--- src/rtl/next_pc_unit.sv ---
module next_pc_unit #(
  parameter logic [31:0] RESET_PC = 32'h0040_0000,
  parameter bit DELAY_SLOT = 1'b0
) (
  input  logic        clk,
  input  logic        rst,
  input  logic [5:0]  opc,
  input  logic [5:0]  fn,
  input  logic [4:0]  rt_sel,
  input  logic [15:0] imm,
  input  logic [25:0] tgt,
  input  logic [31:0] rs_val,
  input  logic [31:0] rt_val,
  output logic [31:0] pc,
  output logic        bad_regimm
);

  typedef struct packed {
    logic [5:0]  opc;
    logic [5:0]  fn;
    logic [4:0]  rt_sel;
    logic [15:0] imm;
    logic [25:0] tgt;
    logic [31:0] rs;
    logic [31:0] rt;
  } dec_t;

  dec_t live, act;
  logic [31:0] pc_q, pc_seq, br_dst, rgn_dst, pc_nxt;
  logic take, reg_jmp, rgn_jmp, bad;
  logic rs_neg, rs_zero;

  assign live = '{opc: opc, fn: fn, rt_sel: rt_sel, imm: imm, tgt: tgt, rs: rs_val, rt: rt_val};

  generate
    if (DELAY_SLOT) begin : g_slot
      dec_t held;
      always_ff @(posedge clk)
        if (rst) held <= '0;
        else     held <= live;
      assign act = held;
    end else begin : g_direct
      assign act = live;
    end
  endgenerate

  assign pc_seq  = pc_q + 32'd4;
  assign br_dst  = pc_seq + {{14{act.imm[15]}}, act.imm, 2'b00};
  assign rgn_dst = {pc_q[31:28], act.tgt, 2'b00};
  assign rs_neg  = act.rs[31];
  assign rs_zero = (act.rs == 32'd0);

  always_comb begin
    take    = 1'b0;
    reg_jmp = 1'b0;
    rgn_jmp = 1'b0;
    bad     = 1'b0;
    case (act.opc)
      6'd0: reg_jmp = (act.fn == 6'd8) || (act.fn == 6'd9);
      6'd1: begin
        if (act.rt_sel == 5'd0)      take = rs_neg;
        else if (act.rt_sel == 5'd1) take = !rs_neg;
        else                         bad  = 1'b1;
      end
      6'd2, 6'd3: rgn_jmp = 1'b1;
      6'd4: take = (act.rs == act.rt);
      6'd5: take = (act.rs != act.rt);
      6'd6: take = rs_neg || rs_zero;
      6'd7: take = !rs_neg && !rs_zero;
      default: ;
    endcase
  end

  always_comb begin
    if (reg_jmp)      pc_nxt = act.rs;
    else if (rgn_jmp) pc_nxt = rgn_dst;
    else if (take)    pc_nxt = br_dst;
    else              pc_nxt = pc_seq;
  end

  always_ff @(posedge clk)
    if (rst) pc_q <= RESET_PC;
    else     pc_q <= pc_nxt;

  assign pc         = pc_q;
  assign bad_regimm = bad;

endmodule

--- config.mk ---
export PLATFORM = sky130hd
export DESIGN_NAME = next_pc_unit
export DESIGN_NICKNAME = d
export VERILOG_FILES = /design/src/rtl/next_pc_unit.sv
export SDC_FILE = /design/constraint.sdc
export NUM_CORES = 1
export LEC_CHECK = 0
export ABC_AREA = 1
export BUFFER_PORTS_ARGS = -buffer_cell sky130_fd_sc_hd__buf_2
export CELL_PAD_IN_SITES_DETAIL_PLACEMENT = 0
export CELL_PAD_IN_SITES_GLOBAL_PLACEMENT = 1
export CORE_MARGIN = 3
export CORE_UTILIZATION = 32
export DETAILED_ROUTE_END_ITERATION = 10
export GPL_TIMING_DRIVEN = 0
export PLACE_DENSITY = 0.84
export SYNTH_ARGS = -nofsm -noshare
export SYNTH_HDL_FRONTEND = slang
export SYNTH_SLANG_ARGS = --single-unit
--- constraint.sdc ---
create_clock -name clk -period 2.8 [get_ports clk]
set_clock_uncertainty 0.2 [all_clocks]
set_input_delay 0.56 -clock clk [delete_from_list [all_inputs] [get_ports clk]]
set_output_delay 0.56 -clock clk [all_outputs]
set_load 0.02 [all_outputs]
# Word level (Yosys, flattened, before mapping)
# Index checks and enable logic that the tools add are counted.
dict set report word_totals {
  input_bits 125
  word_cells 37
  output_inout_bits 33
  regBits 32
}
dict set report op_classes {
  n_addsub 2
  eq_ne 13
  reduce_logical 9
  muxes 11
}
# operator count
set ops {}
lappend ops {{$mux W32} 3}
lappend ops {{$add A32 B3 Y32 const B} 1}
lappend ops {{$add A32 B32 Y32} 1}
lappend ops {{$eq A32 B32 Y1} 1}
lappend ops {{$logic_not A32 Y1} 1}
lappend ops {{$ne A32 B32 Y1} 1}
lappend ops {{$eq A6 B3 Y1 const B} 4}
lappend ops {{$eq A6 B2 Y1 const B} 2}
lappend ops {{$eq A6 B4 Y1 const B} 2}
lappend ops {{$mux W1} 7}
lappend ops {{$eq A6 B1 Y1 const B} 1}
lappend ops {{$logic_not A6 Y1} 1}
lappend ops {{$eq A5 B1 Y1 const B} 1}
lappend ops {{$logic_not A5 Y1} 1}
lappend ops {{$pmux W1 S5} 1}
lappend ops {{$logic_not A1 Y1} 2}
lappend ops {{$logic_or A1 B1 Y1} 2}
lappend ops {{$ne A2 B2 Y1 const B} 1}
lappend ops {{$reduce_or A2 Y1} 1}
lappend ops {{$logic_and A1 B1 Y1} 1}

# Longest topological paths before layout
dict set report depth {
  word_depth 7
  depth_mapped 22
  mapped_depth_nobuf 22
}

# Worst setup path after synthesis
# Ideal clock, no wire load.
dict set report synth_path {
  path_kind {reg-to-reg}
  start {register pc_q[2] (netlist: pc[2])}
  end {register pc_q[31] (netlist: pc[31])}
  arrival_time_ns 2.828
  path_buffers 0
  required_ns 2.468
  setup_time_ns 0.132
  period_less_slack_ns 3.161
  stages_incl_launch_ff 22
  setup_slack_ns -0.361
  cell_sequence {dfxtp_1 ha_1 inv_1 nor2_1 nand2_2 nor2_4 nand4_2 nor2_1 xor2_1 inv_1 ha_1 inv_1 nor3_1 and2_1 and2_1 nand2_1 nand3_1 nand2_1 nand2_1 nand2_1 nand3_1 a21oi_1}
}
dict set report synth_via {
  elab_chain_cells 5
}
# item line
set synth_lines {}
lappend synth_lines {{from (decl)} 29} ;# logic [31:0] pc_q, pc_seq, br_dst, rgn_dst, pc_nxt;
lappend synth_lines {{from (signal assigned)} 83} ;# else pc_q <= pc_nxt;
lappend synth_lines {{$add A32 B3 Y32 (*)} 47} ;# assign pc_seq = pc_q + 32'd4;
lappend synth_lines {{$add A32 B32 Y32} 48} ;# assign br_dst = pc_seq + {{14{act.imm[15]}}, act.imm, 2'b00};
lappend synth_lines {{$mux W32 (*)} 77} ;# else if (take) pc_nxt = br_dst;
lappend synth_lines {{$mux W32 (*)} 76} ;# else if (rgn_jmp) pc_nxt = rgn_dst;
lappend synth_lines {{$mux W32 (*)} 75} ;# if (reg_jmp) pc_nxt = act.rs;
# Mark *: on every way between the ends. The rest lies on a longest branch, timed or not. The select of a mux whose other input is x is not followed.
# A chain may end at the register's enable or synchronous reset.

# Worst setup path after layout
dict set report layout_path {
  start {register pc_q[12] (netlist: pc[12])}
  end {register pc_q[27] (netlist: pc[27])}
}
# The elaborated chain is that of the path after synthesis.

==> flow_summary.ini <==
[routing]
vias_per_cell = 4.87
drtPass1Iterations = 5
detail-route-antenna-nets = 0
drc = 0
routedWlPerCell_um = 15.5
drtIter0Drc = 484
drt_wl_total_um = 21500
vias = 6779

[flow_run]
drv_cap = 0

[yosys]
synthArstFlopShare_pct = 0
ys_warn_count = 0
yosys_register_bits = 32
synth_area_sq_um = 5330
synth_mux_area_share_pct = 0
synth_top_area_cell = nand2_1
synth_compound_area_share_pct = 13.1
ys_types = 42
synthFlopType = dfxtp_1
synth-xor-area-share_pct = 10.2
yosysSeqAreaShare_pct = 12.0
synth-simple-area-share_pct = 42.3
synth_edf_count = 0
synth_top_area_share_pct = 19.7
syn_inst = 955
synth_fa_ha_area_share_pct = 9.06
syn_nets = 1118
syn_area_per_cell_sq_um = 5.58
synth_top_family_by_area = simple AND/OR/NAND/NOR gates
synth_area_leaders = nand2_1 (20%), dfxtp_1 (12%), inv_1 (11%)

[power_and_ir_drop]
p_switching_uw = 743
vdd_drop_max_mv = 0.212
comb_power_share_pct = 47.2
p_per_area_nw_per_um2 = 240
p_total_mw = 2.00
sw_frac_of_total_pct = 37.2
seq_power_share_pct = 25.3
internal-power_mw = 1.25
p_leak_nw = 4.06
clkPwrFrac_pct = 27.4

[placement]
dpl-instance-area_sq_um = 6500
dp_hpwl_um = 17000
placement.io_buffers = 156
pre_cts_slack_ps = -567
place_congestion = 0.926

[sta]
post-route-period-util_pct = 113
maxSlewViolCount = 0
timing_hold_violations_final = 0
finalSetupViolCount = 18
fmax_mhz = 316
tns_ps = -4670
finalWorstSetupSlack_ps = -363
relSlewSlack_pct = 45.6
rsz0062_at_grt = true
whs_ps = 268
worstMarginPinSlew_ps = 816
period_needed_ps = 3160

[final_layout]
fin_area_sq_um = 8340
final_common_cell = nand2_1
largest_reg_flops = 32
final_cell_mix = nand2_1 (232), buf_2 (165), inv_1 (132)
n_fill_cell = 1657
drive_gt1_share_pct = 42.1
area_growth_pct = 56.4
antennaDiodeCount = 0
fin_nets = 1337

[critical_path]
critPathSlowestCell = dfxtp_4
end_kind = flip-flop
cp.arrival_ps = 3170
path_class = reg -> reg
start_kind = flip-flop
path_common_cell = nand2_1
worstPathMaxFanout = 5
max_stage_delay_ps = 370
ff2ff_setup_slack_ps = -360
cp_cell_sequence = nand2_2, nor2_4, nand4_4, buf_4, nor2_4, nand3_2, nor2_4, xor2_2, inv_2, ha_1, nand2_2, nor2_4, nand2_1, nor2_1, nand2_1, nand3_1, nand2_1, nand2_1, nand2_1, nand2_1, nand2_1, a21oi_2
required_ps = 2800

[cts]
cts_tree = built
cts-root-buf = clkbuf_16
clk-insertion-delay-late_ps = 270
cts_num_sinks = 32
cts_buffers = 5
holdBufCountCts = 0
clk_pin_slew_ps = 50
clockBufferDepth = 2
h-tree-depth = 2

[run_status]
status = finished with violations
violations = negative setup slack

[floorplanning]
start_util_pct = 33.1
core_sq_um = 16100
num_rows = 46
top_level_ports = 158
die_w_um = 135
dieArea_sq_um = 18200
dieHeight_um = 135

[global_routing]
overflow = 0
grt_first_pass_wirelength_um = 32000
antenna_found_initial = 0
grt_max_degree = 23
global_route.usage.total_pct = 21.8
grt_pass1_vias = 6372

[min_path]
hold_path_class = reg -> reg
==> cell families (layout without fill, tap and decap cells) <==
kind of cell             count (synthesis)  count (layout)
AO/OA/AOI/OAI                          122             122
XOR/XNOR                                62              62
adder cells (fa/ha/maj)                 38              38
buffers and inverters                  179             399
flip-flops                              32              32
AND/OR/NAND/NOR                        522             522
==> Yosys cell counts, types with 2 or more instances <==
master and count:
nand2_1 280, o21bai_1 5, o21ai_0 30, nor2_2 3, ha_1 37, and2_1 3
nor2_1 89, clkbuf_1 5, buf_6 2, buf_2 9, nand4_1 17, xnor2_1 34
nor4_1 5, buf_1 2, nand4_2 2, dfxtp_1 32, nand3_1 95, a21o_1 3
nand2_2 2, xor2_1 28, nand3b_1 2, o21ai_1 3, a22o_1 13, or2_1 2
buf_4 3, nor3_2 2, inv_2 5, nor2_4 2, nor3_1 13, o22ai_1 3
a21oi_1 61, inv_1 153
==> layout make-up <==
type                            instances  area, sq um  share of cell area [%]
Clock buffer                            8          156                    1.88
Timing Repair Buffer                  212         1220                    14.6
Sequential cell                        32          701                    8.40
Multi-Input combinational cell        744         5280                    63.3
Tap cell                              216          270                    3.24
Buffer                                 21          116                    1.40
Inverter                              158          598                    7.17
==> path summary, 6_finish.rpt <==
kind / depth (start not counted) / startpoint / to
max: 22 / pc[12] / pc[27]
min: 2 / pc[1] / pc[1]
max reg2reg: 22 / pc[12] / pc[27]
min reg2reg: 2 / pc[1] / pc[1]
==> worst max-delay path, delay by kind of cell (launching register included) <==
family                   cells  cell delay (ps)
buffers and inverters        2              240
flip-flops                   1              370
AND/OR/NAND/NOR             17             1670
adder cells (fa/ha/maj)      1              330
AO/OA/AOI/OAI                1              110
XOR/XNOR                     1              170
==> power groups by stage <==
stage | clock [mW] | combinational, mW | sequential (mW)
after floorplan | 0 | 0.414 | 0.530
after global placement | 0 | 0.684 | 0.515
after detailed placement | 0 | 0.686 | 0.516
after CTS | 0.554 | 0.795 | 0.506
after global routing | 0.572 | 1.03 | 0.508
final | 0.548 | 0.944 | 0.506
==> per-layer routing <==
layer,track usage (%),share of wire (%),vias up
met4,6.89,2.8,0
met2,38.8,50,234
met5,0,0,-
met3,1.86,5.6,37
met1,27.9,42,3022
li1,-,-,3486
==> repair_timing <==
action,4_1_cts,5_1_grt
resized for setup,132,162
pin swaps,57,77
endpoints found under the setup margin,20,24
setup buffers,29,27
==> metrics by stage <==
step	cells	util [%]
5_1_grt	1391	51.7
4_1_cts	1364	46.1
3_5_place_dp	1327	40.3
3_3_place_gp	1327	40.3
2_1_floorplan	955	-
6_report	1391	51.7
(Power assumes the default switching activity.)
